`src/rtl/edw_seq_pkg.sv`:
```
package edw_seq_pkg;
  typedef enum logic [2:0] {
    S_IDLE, S_INIT, S_DBL, S_ADD, S_DONE
  } seq_state_t;

  localparam logic [1:0] PH_IDLE = 2'b00;
  localparam logic [1:0] PH_INIT = 2'b01;
  localparam logic [1:0] PH_DBL  = 2'b10;
  localparam logic [1:0] PH_ADD  = 2'b11;

  // low bit of the pair set: the digit is +1 or -1, so an addition follows
  function automatic logic needs_add(input logic [1:0] pair);
    return pair[0];
  endfunction

  // pair 11 stands for -1: the coordinates are exchanged around the addition
  function automatic logic is_negative(input logic [1:0] pair);
    return pair == 2'b11;
  endfunction

  function automatic logic [1:0] phase_of(input seq_state_t s);
    case (s)
      S_INIT:  return PH_INIT;
      S_DBL:   return PH_DBL;
      S_ADD:   return PH_ADD;
      default: return PH_IDLE;
    endcase
  endfunction
endpackage

```
`src/rtl/edw_seq_keyreg.sv`:
```
module edw_seq_keyreg #(
  parameter int NDIG  = 8,
  parameter int KEY_W = 2 * NDIG,
  parameter int CNT_W = $clog2(NDIG + 1)
) (
  input  logic             clk,
  input  logic             rst_n,
  input  logic             load,
  input  logic             advance,
  input  logic [KEY_W-1:0] key_in,
  output logic [1:0]       digit,
  output logic             last
);
  logic [KEY_W-1:0] key_q;
  logic [CNT_W-1:0] left_q;

  always_ff @(posedge clk or negedge rst_n) begin
    if (!rst_n) begin
      key_q  <= '0;
      left_q <= '0;
    end else if (load) begin
      key_q  <= key_in;
      left_q <= CNT_W'(NDIG - 1);
    end else if (advance) begin
      key_q  <= {key_q[KEY_W-3:0], 2'b00};
      left_q <= left_q - CNT_W'(1);
    end
  end

  assign digit = key_q[KEY_W-1 -: 2];
  assign last  = (left_q == '0);
endmodule

```
`src/rtl/edw_seq_stepctr.sv`:
```
module edw_seq_stepctr #(
  parameter int STEP_W = 5
) (
  input  logic              clk,
  input  logic              rst_n,
  input  logic              clr,
  input  logic              inc,
  output logic [STEP_W-1:0] step
);
  always_ff @(posedge clk or negedge rst_n) begin
    if (!rst_n)   step <= '0;
    else if (clr) step <= '0;
    else if (inc) step <= step + STEP_W'(1);
  end
endmodule

```
`src/rtl/edw_scalar_seq.sv`:
```
module edw_scalar_seq
  import edw_seq_pkg::*;
#(
  parameter int NDIG       = 8,
  parameter int OP_STEPS   = 25,
  parameter int INIT_STEPS = 3,
  parameter int KEY_W      = 2 * NDIG,
  parameter int STEP_W     = $clog2(OP_STEPS)
) (
  input  logic              clk,
  input  logic              rst_n,
  input  logic              start,
  input  logic [KEY_W-1:0]  key,
  output logic              busy,
  output logic              done,
  output logic [1:0]        phase,
  output logic [STEP_W-1:0] step,
  output logic [1:0]        digit,
  output logic              swap
);
  localparam logic [STEP_W-1:0] OP_LAST   = STEP_W'(OP_STEPS - 1);
  localparam logic [STEP_W-1:0] INIT_LAST = STEP_W'(INIT_STEPS - 1);

  seq_state_t state_q, state_d;
  logic accept, init_end, pass_end, digit_end, last_digit;
  logic step_clr, step_inc;

  edw_seq_keyreg #(.NDIG(NDIG), .KEY_W(KEY_W)) u_keyreg (
    .clk(clk), .rst_n(rst_n), .load(accept),
    .advance(digit_end && !last_digit), .key_in(key),
    .digit(digit), .last(last_digit)
  );

  edw_seq_stepctr #(.STEP_W(STEP_W)) u_stepctr (
    .clk(clk), .rst_n(rst_n), .clr(step_clr), .inc(step_inc), .step(step)
  );

  // named events for the checker and for readability
  assign accept    = (state_q == S_IDLE) && start;
  assign init_end  = (state_q == S_INIT) && (step == INIT_LAST);
  assign pass_end  = ((state_q == S_DBL) || (state_q == S_ADD)) && (step == OP_LAST);
  assign digit_end = pass_end && ((state_q == S_ADD) || !needs_add(digit));

  assign step_clr = accept || init_end || pass_end || (state_q == S_DONE);
  assign step_inc = (state_q == S_INIT) || (state_q == S_DBL) || (state_q == S_ADD);

  always_comb begin
    state_d = state_q;
    case (state_q)
      S_IDLE: if (accept) state_d = S_INIT;
      S_INIT: if (init_end) state_d = S_DBL;
      S_DBL: if (pass_end) begin
        if (needs_add(digit)) state_d = S_ADD;
        else if (last_digit)  state_d = S_DONE;
        else                  state_d = S_DBL;
      end
      S_ADD: if (pass_end) state_d = last_digit ? S_DONE : S_DBL;
      S_DONE:  state_d = S_IDLE;
      default: state_d = S_IDLE;
    endcase
  end

  always_ff @(posedge clk or negedge rst_n) begin
    if (!rst_n) state_q <= S_IDLE;
    else        state_q <= state_d;
  end

  assign busy  = (state_q != S_IDLE);
  assign done  = (state_q == S_DONE);
  assign phase = phase_of(state_q);
  assign swap  = pass_end && is_negative(digit);
endmodule

```
`config.mk`:
```
export PLATFORM = sky130hd
export DESIGN_NAME = edw_scalar_seq
export DESIGN_NICKNAME = d
export VERILOG_FILES = /design/src/rtl/edw_seq_pkg.sv /design/src/rtl/edw_seq_keyreg.sv /design/src/rtl/edw_seq_stepctr.sv /design/src/rtl/edw_scalar_seq.sv
export SDC_FILE = /design/constraint.sdc
export NUM_CORES = 1
export LEC_CHECK = 0
export BUFFER_PORTS_ARGS = -buffer_cell sky130_fd_sc_hd__buf_2
export CAP_MARGIN = 15
export CORE_UTILIZATION = 28
export DETAILED_ROUTE_END_ITERATION = 8
export GPL_ROUTABILITY_DRIVEN = 0
export PLACE_DENSITY_LB_ADDON = 0.2
export SYNTH_ARGS = -nofsm -noshare
export SYNTH_HDL_FRONTEND = slang
export SYNTH_SLANG_ARGS = --single-unit
export TNS_END_PERCENT = 20
```
`constraint.sdc`:
```
create_clock -name clk -period 1.7 [get_ports clk]
set_clock_uncertainty 0.1 [all_clocks]
set_input_delay 0.255 -clock clk [delete_from_list [all_inputs] [get_ports clk]]
set_output_delay 0.255 -clock clk [all_outputs]
set_load 0.02 [all_outputs]
```
==> results.md, run 1 <==
- Power Density: 578 nW/um^2
- Critical Path, Cell by Cell: inv_2 -> ha_4 -> nand4b_4 -> buf_6 -> nor2_4 -> and3_4 -> buf_6
- Worst slew pin tran: 0.445 ns
- Final WL: 3400 um
- Hold Crit Class: in2reg
- CTS root buffer: clkbuf_8
- Die width: 75.4 um
- Synth Cell Area: 1510 um^2
- Post-synthesis register bit count: 28
- N_diodes: 0
- Register clock-pin slew on the reported worst setup and hold paths: 0.10 ns
- Die height: 75.4 um
- Worst vdd ir: 303 uV
- Slowest cell on crit path: dfrtp_2
- Total power: 1.23 mW
- Setup Crit Path Kind: reg2out
- Layout cells sized above 1: 43.7%
- Ports: 31
- CP most frequent cell: buf_6
- Failing checks: negative setup slack
- Worst-skew pair later-pin latency: 0.27 ns
- Synth top area cells: dfrtp_1 46%, nand2_1 8.2%, nor2_1 6.0%
- Initial DRT Pass Iterations: 4
- GRT overflow: 0
- Total CTS buffers: 3
- Clk buf depth: 2
- # port buffers: 30
- Pleak: 0.976 nW
- FP Rows: 26
- CTS tree: yes
- Count of final setup violators: 16
- Max FO, Critical Path: 2
- Worst EP required: 1.34 ns
- Arr. time, crit path: 1.52 ns
- Final Cycle Share: 110%
- Syn_area_per_cell: 9.10 um^2
- Max Clock Freq: 533 MHz
- Worst relative slew slack: 69.9%
- Vias: 1328
- Crit end category: output pin
- Setup crit start kind: flop
- All-Layer GR Usage: 12.7%
- Wire per inst: 11.6 um
- Top cell type's share of synthesized area: 46.4%
- Synth warn: 0
- Critical path's largest stage delay: 0.41 ns
- RSZ-0062 raised after global routing: yes
- Area occupied by multi-input gates: 800 um^2
- Filler instances: 546
- Largest net degree at the start of global routing: 38
- Routed vias/inst: 4.55
- # DRC: 0
- Nets: 247
- Post-Syn Nets: 190
- Max Cap Viol: 0
- Post-layout minimum cycle time: 1.88 ns
- First DRT Iteration DRCs: 52
- Yosys cell types: 37
- Post-synthesis sequential area ratio: 46.4%
- Antenna viol nets, final: 0
- Global-route wire length before repair: 5530 um
- Syn Inst Count: 166
- Clock net sink count: 28
- Synth-to-layout area growth: 41.1%
- Initial antenna violation count: 0
- Initial Util: 29.4%
- Final Max Tran Viols: 0
- Run status: complete, but fails checks
- Register Area: 704 um^2
- Dpl hpwl: 2380 um
- Core area: 5140 um^2
- Hold Fails Final Rpt: 0
- Vias in the first global route: 1181
- H-tree level count: 1
- Final Worst Setup Slack: -0.177 ns
- Area leader, netlist: dfrtp_1
- TNS Setup: -1.52 ns
- Die area: 5690 um^2
path summary, 6_finish.rpt:
kind,slack (ns),cells past startpoint,start,endpoint
max in group asynchronous,0.79,3,rst_n,state_q[0]
max,-0.18,7,u_stepctr.step[1],swap
min,0.12,3,key[1],u_keyreg.key_q[1]
max reg2reg,-0.13,8,u_keyreg.left_q[0],u_keyreg.left_q[2]
min reg2reg,0.42,2,u_keyreg.key_q[1],u_keyreg.key_q[1]
min in group asynchronous,0.41,3,rst_n,u_keyreg.key_q[6]
state kept, by name, indices dropped and copies added, names as in the netlist:
name and cells:
state_q 3, u_keyreg.key_q 16, u_keyreg.left_q 4, u_stepctr.step 5
worst max-delay path, delay by kind of cell, from the launching register on:
family                   cells  cell delay (ns)
AND/OR/NAND/NOR              3             0.37
buffers and inverters        3             0.32
flip-flops                   1             0.41
adder cells (fa/ha/maj)      1             0.14
cells in the mapped netlist, drive strengths merged:
cell type  number
a31oi          14
nand4b          2
nand2b          2
dfrtp          28
nor2           24
nor2b           3
o21ai           5
nand3           5
o32ai           1
o21ba           1
clkbuf          3
o211ai          1
or3b            1
nand4           2
xor2            3
a21oi           3
nor3b           1
xnor2           2
nand2          33
nor4b           2
nor3            3
a22oi           1
buf             7
ha              5
and3            2
mux2i           1
inv             8
nor4            1
and4b           1
a221oi          1
per-layer routing:
layer  part of all wire (%)  GRT usage [%]
met5                      0              0
met3                    2.8           1.98
met4                    1.2           4.32
met1                     50           17.8
met2                     46           20.1
cell families (layout without fill, tap and decap cells):
group	count (synthesis)	count (layout)	synth area share [%]
simple gates	82	82	28.8
flops	28	28	46.4
compound gates	27	27	11.3
buf+inv	18	74	5.80
fa+ha+maj	5	5	4.14
xor+xnor	5	5	2.90
mux	1	1	0.663
power breakdown:
group / switching, mW / total [mW] / internal, mW
clock: 0.213 / 0.528 / 0.315
sequential: 0 / 0.665 / 0.665
combinational: 0.0204 / 0.0384 / 0.0179
cell usage in the layout, fill, tap and decap left out, types with 2 or more instances in the layout:
| cell type | count |
|---|---|
| buf_2 | 29 |
| nand2_1 | 27 |
| dfrtp_1 | 25 |
| buf_4 | 23 |
| nor2_1 | 21 |
| a31oi_1 | 14 |
| buf_6 | 8 |
| nand2_2 | 6 |
| nand3_1 | 5 |
| inv_2 | 4 |
| inv_1 | 4 |
| o21ai_0 | 4 |
| ha_1 | 4 |
| nor3_1 | 3 |
| xor2_1 | 3 |
| clkbuf_8 | 3 |
| dfrtp_2 | 3 |
| nor2b_1 | 2 |
| nand4b_4 | 2 |
| a21oi_1 | 2 |
| nand4_1 | 2 |
| nor2_2 | 2 |
cell type report:
cell class / count / area share [%]
inverters: 8 / 1.41
repair buffers: 62 / 20.6
clock buffers: 3 / 1.94
well taps: 70 / 4.11
clock inverters: 1 / 1.41
multi-input cells: 120 / 37.5
flip-flops and latches: 28 / 33.1
what timing repair did:
item | 4_1_cts | 5_1_grt
cloned | 0 | 1
setup endpoints to repair | 19 | 30
pin swaps | 5 | 20
hold buffers | 1 | 0
endpoints found under the hold margin | 28 | 0
gates resized for setup | 7 | 22
setup buffers | 2 | 1
stage by stage:
| stage | util (%) | setup slack [ns] | instance area, um^2 | hold WS, ns | cells |
|---|---|---|---|---|---|
| after floorplan | - | -0.117 | 1540 | -0.141 | 166 |
| after global routing | 41.5 | -0.280 | 2130 | 0.140 | 292 |
| after global placement | 37.5 | -0.0222 | 1930 | 0.187 | 283 |
| after detailed placement | 37.5 | -0.0579 | 1930 | 0.186 | 283 |
| after CTS | 39.9 | -0.177 | 2050 | 0.115 | 290 |
| final | 41.5 | -0.177 | 2130 | 0.118 | 292 |
Note: power is estimated with default switching activity, not from simulation.
==> run 2: changes to the inputs <==
Settings changed: ABC_AREA set to 1, SKIP_LAST_GASP set to 1.
==> run 2 against run 1 <==
  * The flow now finishes without violations
  * Largest power group unchanged
  * Synthesized cell count grew 43%
  * Design area grew 0.59%
  * First-iteration DRC count grew 17%
  * Die area grew 11%
  * Clock-buffer cell count grew 1
  * Hold slack lost 0.055 ns
  * Global-route usage grew 0.70 points
  * Fmax grew 12%
  * Critical path depth shrank 2
  * Register-to-register slack gained 0.21 ns
  * Sequential share of layout area shrank 0.25 points
==> results.md, run 2 <==
- Run status: finished, final reports clean
- Total power: 1.15 mW
- Synth Cell Area: 1690 um^2
- Nets: 305
- Antenna viol nets, final: 0
- Vias: 1581
- CTS root buffer: clkbuf_8
- Biggest register: u_keyreg.key_q
- Synth-to-layout area growth: 27.1%
- All-Layer GR Usage: 13.4%
- Arr. time, crit path: 1.32 ns
- Hold Crit Class: in2reg
- Synth warn: 0
- Post-synthesis sequential area ratio: 41.5%
- Power Density: 535 nW/um^2
- Ports: 31
- Initial DRT Pass Iterations: 5
- Dpl cell area: 1930 um^2
- Worst slew pin tran: 0.389 ns
- Most frequent cells in the layout: 111 x nand2_1, 29 x buf_2, 26 x nand3_1, 26 x dfrtp_1, 15 x buf_4
- Setup crit start kind: flop
- Top post-synthesis cells by count: 112 x nand2_1, 28 x dfrtp_1, 27 x nand3_1
- Worst-skew pair later-pin latency: 0.28 ns
- Worst vdd ir: 267 uV
- First DRT Iteration DRCs: 61
- Slowest cell on crit path: dfrtp_1
- Post-layout minimum cycle time: 1.67 ns
- H-tree level count: 1
- Sw power: 0.253 mW
- Filler instances: 607
- Area leader, netlist: dfrtp_1
- Switching portion of total power: 22.0%
- TNS Setup: 0 ns
- Final Cycle Share: 98.5%
- Routed vias/inst: 4.49
- Pleak: 1.19 nW
- Area occupied by multi-input gates: 903 um^2
- Register Area: 703 um^2
- Wire per inst: 11.2 um
- N_diodes: 0
- Global-route wire length before repair: 6720 um
- Die height: 79.6 um
- Async S/R FF share, synth: 100%
- Final core utilization: 38.0%
- Setup Crit Path Kind: reg2out
- Ys flop type: dfrtp_1
- Worst EP required: 1.34 ns
- Total CTS buffers: 3
- Die width: 79.6 um
- GRT overflow: 0
- Pint: 0.894 mW
- Largest net degree at the start of global routing: 21
- Syn_area_per_cell: 7.12 um^2
- Post-route cell area: 2140 um^2
- # port buffers: 30
- Crit end category: output pin
- FP Rows: 27
- Max FO, Critical Path: 5
- Critical Path, Cell by Cell: inv_1 -> nor2_1 -> nand3_4 -> nor2_4 -> buf_6
- Top cell type's share of synthesized area: 41.5%
- Core area: 5640 um^2
- Largest registers: u_keyreg.key_q: 16 flops, u_stepctr.step: 5 flops, u_keyreg.left_q: 4 flops
- Clock net sink count: 28
- Number of synthesized flops with an enable pin: 0
- Vias in the first global route: 1475
- Post-Syn Nets: 261
- Clk buf depth: 2
- Dpl hpwl: 2820 um
- Yosys cell types: 24
- Critical path's largest stage delay: 0.43 ns
- CTS tree: yes
- Clock power frac: 38.3%
- Max Cap Viol: 0
- Max Clock Freq: 597 MHz
- Hold Fails Final Rpt: 0
- Worst slack, placed: 0.108 ns
- # DRC: 0
- Final Max Tran Viols: 0
- Final Worst Setup Slack: 0.0257 ns
- Syn Inst Count: 237
- RSZ-0062 raised after global routing: yes
- Synth top area cells: dfrtp_1 42%, nand2_1 25%, nand3_1 8.0%
- Register clock-pin slew on the reported worst setup and hold paths: 0.10 ns
- Final WL: 3960 um
- Count leader, synth: nand2_1
- Layout cells sized above 1: 26.8%
- Commonest non-fill, non-tap cell in the layout: nand2_1
- Combinational Power Share: 3.7%
- Initial antenna violation count: 0
- Post-synthesis register bit count: 28
- Initial Util: 29.9%
- Reg power frac: 58.0%
- Count of final setup violators: 0
- Worst relative slew slack: 74.1%
- Max reg flops: 16
- Die area: 6340 um^2
-- run 2: changes by cell type in the layout (fill, tap and decap cells not counted), moves of 8 or more --
| cell | change |
|---|---|
| a31oi_1 | -14 |
| buf_4 | -8 |
| nand2_1 | +84 |
| nand3_1 | +21 |
| nor2_1 | -8 |
-- run 2: cell families (layout without fill, tap and decap cells) --
group                      count (synthesis)  count (layout)  synth area share (%)
buffers and inverters                     27              70                  8.38
and+or+nand+nor                          167             167                  42.5
AOI/OAI and AO/OA                          7               7                  2.30
xor gates and xnor gates                   3               3                  1.56
adders and majority gates                  5               5                  3.71
DFF                                       28              28                  41.5
-- run 2: power groups by stage --
stage / registers (mW) / logic (mW) / clock network, mW
floorplan: 0.679 / 0.000345 / 0
global placement: 0.679 / 0.0432 / 0
detailed placement: 0.679 / 0.0429 / 0
CTS: 0.666 / 0.0448 / 0.465
global route: 0.666 / 0.0485 / 0.473
finish: 0.666 / 0.0426 / 0.439
-- run 2: timing repair --
action                                  4_1_cts  5_1_grt
endpoints found under the setup margin        1       27
resized for setup                            10       15
hold buffers                                  1        0
gates cloned                                  0        0
setup buffers                                 6        3
pin swaps                                     2        3
hold endpoints to repair                     13        0
-- run 2: critical path, delay by kind of cell (launching register included) --
family / cells / cell delay [ns]
flops: 1 / 0.43
buf+inv: 2 / 0.19
simple gates: 3 / 0.42
-- run 2: routing by layer --
| layer | wire (um) | track usage [%] | vias to the layer above |
|---|---|---|---|
| met3 | 172 | 2.74 | 5 |
| met5 | 0 | 0 | - |
| met4 | 24 | 2.18 | 0 |
| met2 | 1840 | 22.1 | 36 |
| met1 | 1920 | 18.3 | 721 |
| li1 | - | - | 819 |
-- run 2: layout make-up --
type                    count  area share [%]
multi-input cells         182            42.1
flip-flops and latches     28            32.8
repair buffers             49            15.2
well taps                  72            4.20
inverters                  17            3.09
clock buffers               4            2.57
-- run 2: stage by stage --
step | std cells | hold slack [ns]
3_5_place_dp | 338 | 0.100
6_report | 352 | 0.0632
2_1_floorplan | 237 | -0.141
4_1_cts | 349 | 0.0524
5_1_grt | 352 | 0.0693
3_3_place_gp | 338 | 0.0950
-- run 2: final timing paths --
check | startpoint | end | slack, ns | cells past startpoint
max reg2reg | u_stepctr.step[0] | u_keyreg.left_q[0] | 0.08 | 11
max in group asynchronous | rst_n | u_keyreg.key_q[2] | 0.77 | 3
min | key[0] | u_keyreg.key_q[0] | 0.06 | 3
max | u_stepctr.step[3] | swap | 0.03 | 5
min reg2reg | u_keyreg.key_q[1] | u_keyreg.key_q[1] | 0.41 | 2
min in group asynchronous | rst_n | u_stepctr.step[4] | 0.31 | 2
==> run 3: changes to the inputs <==
Settings changed: CELL_PAD_IN_SITES_DETAIL_PLACEMENT set to 0, CELL_PAD_IN_SITES_GLOBAL_PLACEMENT set to 1, SLEW_MARGIN set to 20.
==> run 3 against run 2 <==
  * Clock power shrank 0.9%
  * Die area is the same
  * Wire length grew 1.7%
  * Combinational power shrank 4%
  * Largest cell class unchanged
  * Non-clock buffer count grew 1
  * Total power shrank 0.52%
  * Worst setup slack lost 0.019 ns
  * Fmax shrank 1.1%
  * Clock-buffer cell count is the same
  * Critical endpoint unchanged
==> results.md, run 3 (same netlist as run 2, synthesis figures left out) <==
- Max FO, Critical Path: 2
- Pleak: 1.20 nW
- CP most frequent cell: inv_2
- R2R setup slack: 0.05 ns
- GRT overflow: 0
- Final WL: 4030 um
- R2R Path Start: u_stepctr.step[1]
- Total CTS buffers: 3
- # DRC: 0
- Critical path's largest stage delay: 0.41 ns
- Run status: finished, final reports clean
- Hold Crit Class: in2reg
- Routed vias/inst: 4.38
- Vias in the first global route: 1517
- Initial antenna violation count: 0
- Die height: 79.6 um
- Core area: 5640 um^2
- Worst vdd ir: 327 uV
- Worst hold slack: 0.0618 ns
- Synth-to-layout area growth: 27.1%
- Worst relative slew slack: 75.3%
- Max Clock Freq: 591 MHz
- # port buffers: 30
- N_diodes: 0
- Power Density: 532 nW/um^2
- Crit end category: output pin
- Commonest non-fill, non-tap cell in the layout: nand2_1
- First DRT Iteration DRCs: 80
- Critical Path, Cell by Cell: inv_2 -> ha_4 -> nand2_2 -> inv_2 -> nand3_2 -> nor2_2 -> buf_6
- RR Endpoint: u_keyreg.key_q[7]
- RSZ-0062 raised after global routing: yes
- Wire per inst: 11.4 um
- Die width: 79.6 um
- Clk buf depth: 2
- Filler instances: 632
- H-tree level count: 1
- Post-layout minimum cycle time: 1.69 ns
- Worst-skew pair later-pin latency: 0.28 ns
- Antenna viol nets, final: 0
- Final Cycle Share: 99.6%
- FP Rows: 27
- Biggest register: u_keyreg.key_q
- Register clock-pin slew on the reported worst setup and hold paths: 0.11 ns
- Dpl hpwl: 2830 um
- WHS Path Cells: 3
- Hold Fails Final Rpt: 0
- Max reg flops: 16
- CP bufs+invs: 3
- Worst Hold Path EP: u_keyreg.key_q[0]
- Final Max Tran Viols: 0
- TNS Setup: 0 ns
- Die area: 6340 um^2
- Count of final setup violators: 0
- Crit path launch: u_stepctr.step[1]
- Nets: 306
- Final Worst Setup Slack: 0.00702 ns
- Slowest cell on crit path: dfrtp_1
- Largest net degree at the start of global routing: 24
- Worst EP required: 1.34 ns
- Worst slack, placed: 0.0499 ns
- Layout cells sized above 1: 26.3%
- Initial DRT Pass Iterations: 4
- Max Cap Viol: 0
- Global-route wire length before repair: 6990 um
- Start point of the worst hold path: key[0]
- Largest registers: u_keyreg.key_q: 16 flops, u_stepctr.step: 5 flops, u_keyreg.left_q: 4 flops
- CTS root buffer: clkbuf_8
- Arr. time, crit path: 1.34 ns
- R2r worst-path depth: 11
- Clock net sink count: 28
- Setup crit start kind: flop
- Post-route cell area: 2140 um^2
- Vias: 1547
- Final core utilization: 38.0%
- Most frequent cells in the layout: 111 x nand2_1, 29 x buf_2, 27 x dfrtp_1, 26 x nand3_1, 16 x buf_4
- Initial Util: 29.9%
- CTS tree: yes
- Setup Crit Path Kind: reg2out
- Dpl cell area: 1930 um^2
- All-Layer GR Usage: 14.0%
- Ports: 31
- Worst slew pin tran: 0.370 ns
- Top delay family on crit path: flip-flops
## run 3: cell types whose count changed in the layout (fill, tap and decap cells not counted), sizes merged
cell    change
clkbuf      +1
## run 3: through the flow
| step | power [mW] | instances |
|---|---|---|
| floorplan | 0.679 | 237 |
| global placement | 0.719 | 338 |
| detailed placement | 0.720 | 338 |
| CTS | 1.16 | 351 |
| global route | 1.19 | 353 |
| finish | 1.14 | 353 |
## run 3: power by group
group / switching (mW) / internal [mW]
logic: 0.0204 / 0.0206
clock network: 0.227 / 0.208
registers: 0 / 0.666
total: 0.247 / 0.894
## run 3: how the worst max path moves through the flow
stage / to / cells after the start / slack (ns)
3_3_place_gp: swap / 7 / 0.06
5_1_grt: swap / 7 / -0.08
4_1_cts: swap / 7 / -0.01
6_report: swap / 7 / 0.007
2_1_floorplan: swap / 6 / 0.05
3_5_place_dp: u_keyreg.key_q[10] / 10 / 0.05
## run 3: timing repair
item / 4_1_cts / 5_1_grt
gates resized for setup: 10 / 8
setup buffers: 8 / 1
hold buffers: 1 / 0
setup endpoints to repair: 1 / 27
endpoints found under the hold margin: 13 / 0
cloned: 0 / 1
pin swaps: 1 / 2
## run 3: layout make-up
| cell class | instances | area (um^2) | share of cell area [%] |
|---|---|---|---|
| Multi-Input combinational cell | 182 | 883 | 41.2 |
| Timing Repair Buffer | 50 | 347 | 16.2 |
| Tap cell | 72 | 90.1 | 4.20 |
| Sequential cell | 28 | 702 | 32.7 |
| Clock buffer | 4 | 55.1 | 2.57 |
| Inverter | 17 | 66.3 | 3.09 |
## run 3: routing by layer
metal,vias to the layer above,GRT usage [%],routed length [um]
li1,825,-,-
met1,681,19.1,1960
met2,36,23.5,1880
met3,5,1.71,159
met4,0,3.27,35
met5,-,0,0
## run 3: worst register-to-register path, cell delays in order, from the launching register on
cell	delay [ns]
dfrtp_1	0.41
inv_2	0.09
ha_4	0.13
nand2_2	0.04
inv_2	0.06
buf_4	0.09
nand2_1	0.07
inv_2	0.08
nand3_4	0.15
buf_4	0.22
nand3_1	0.07
nand2_1	0.05
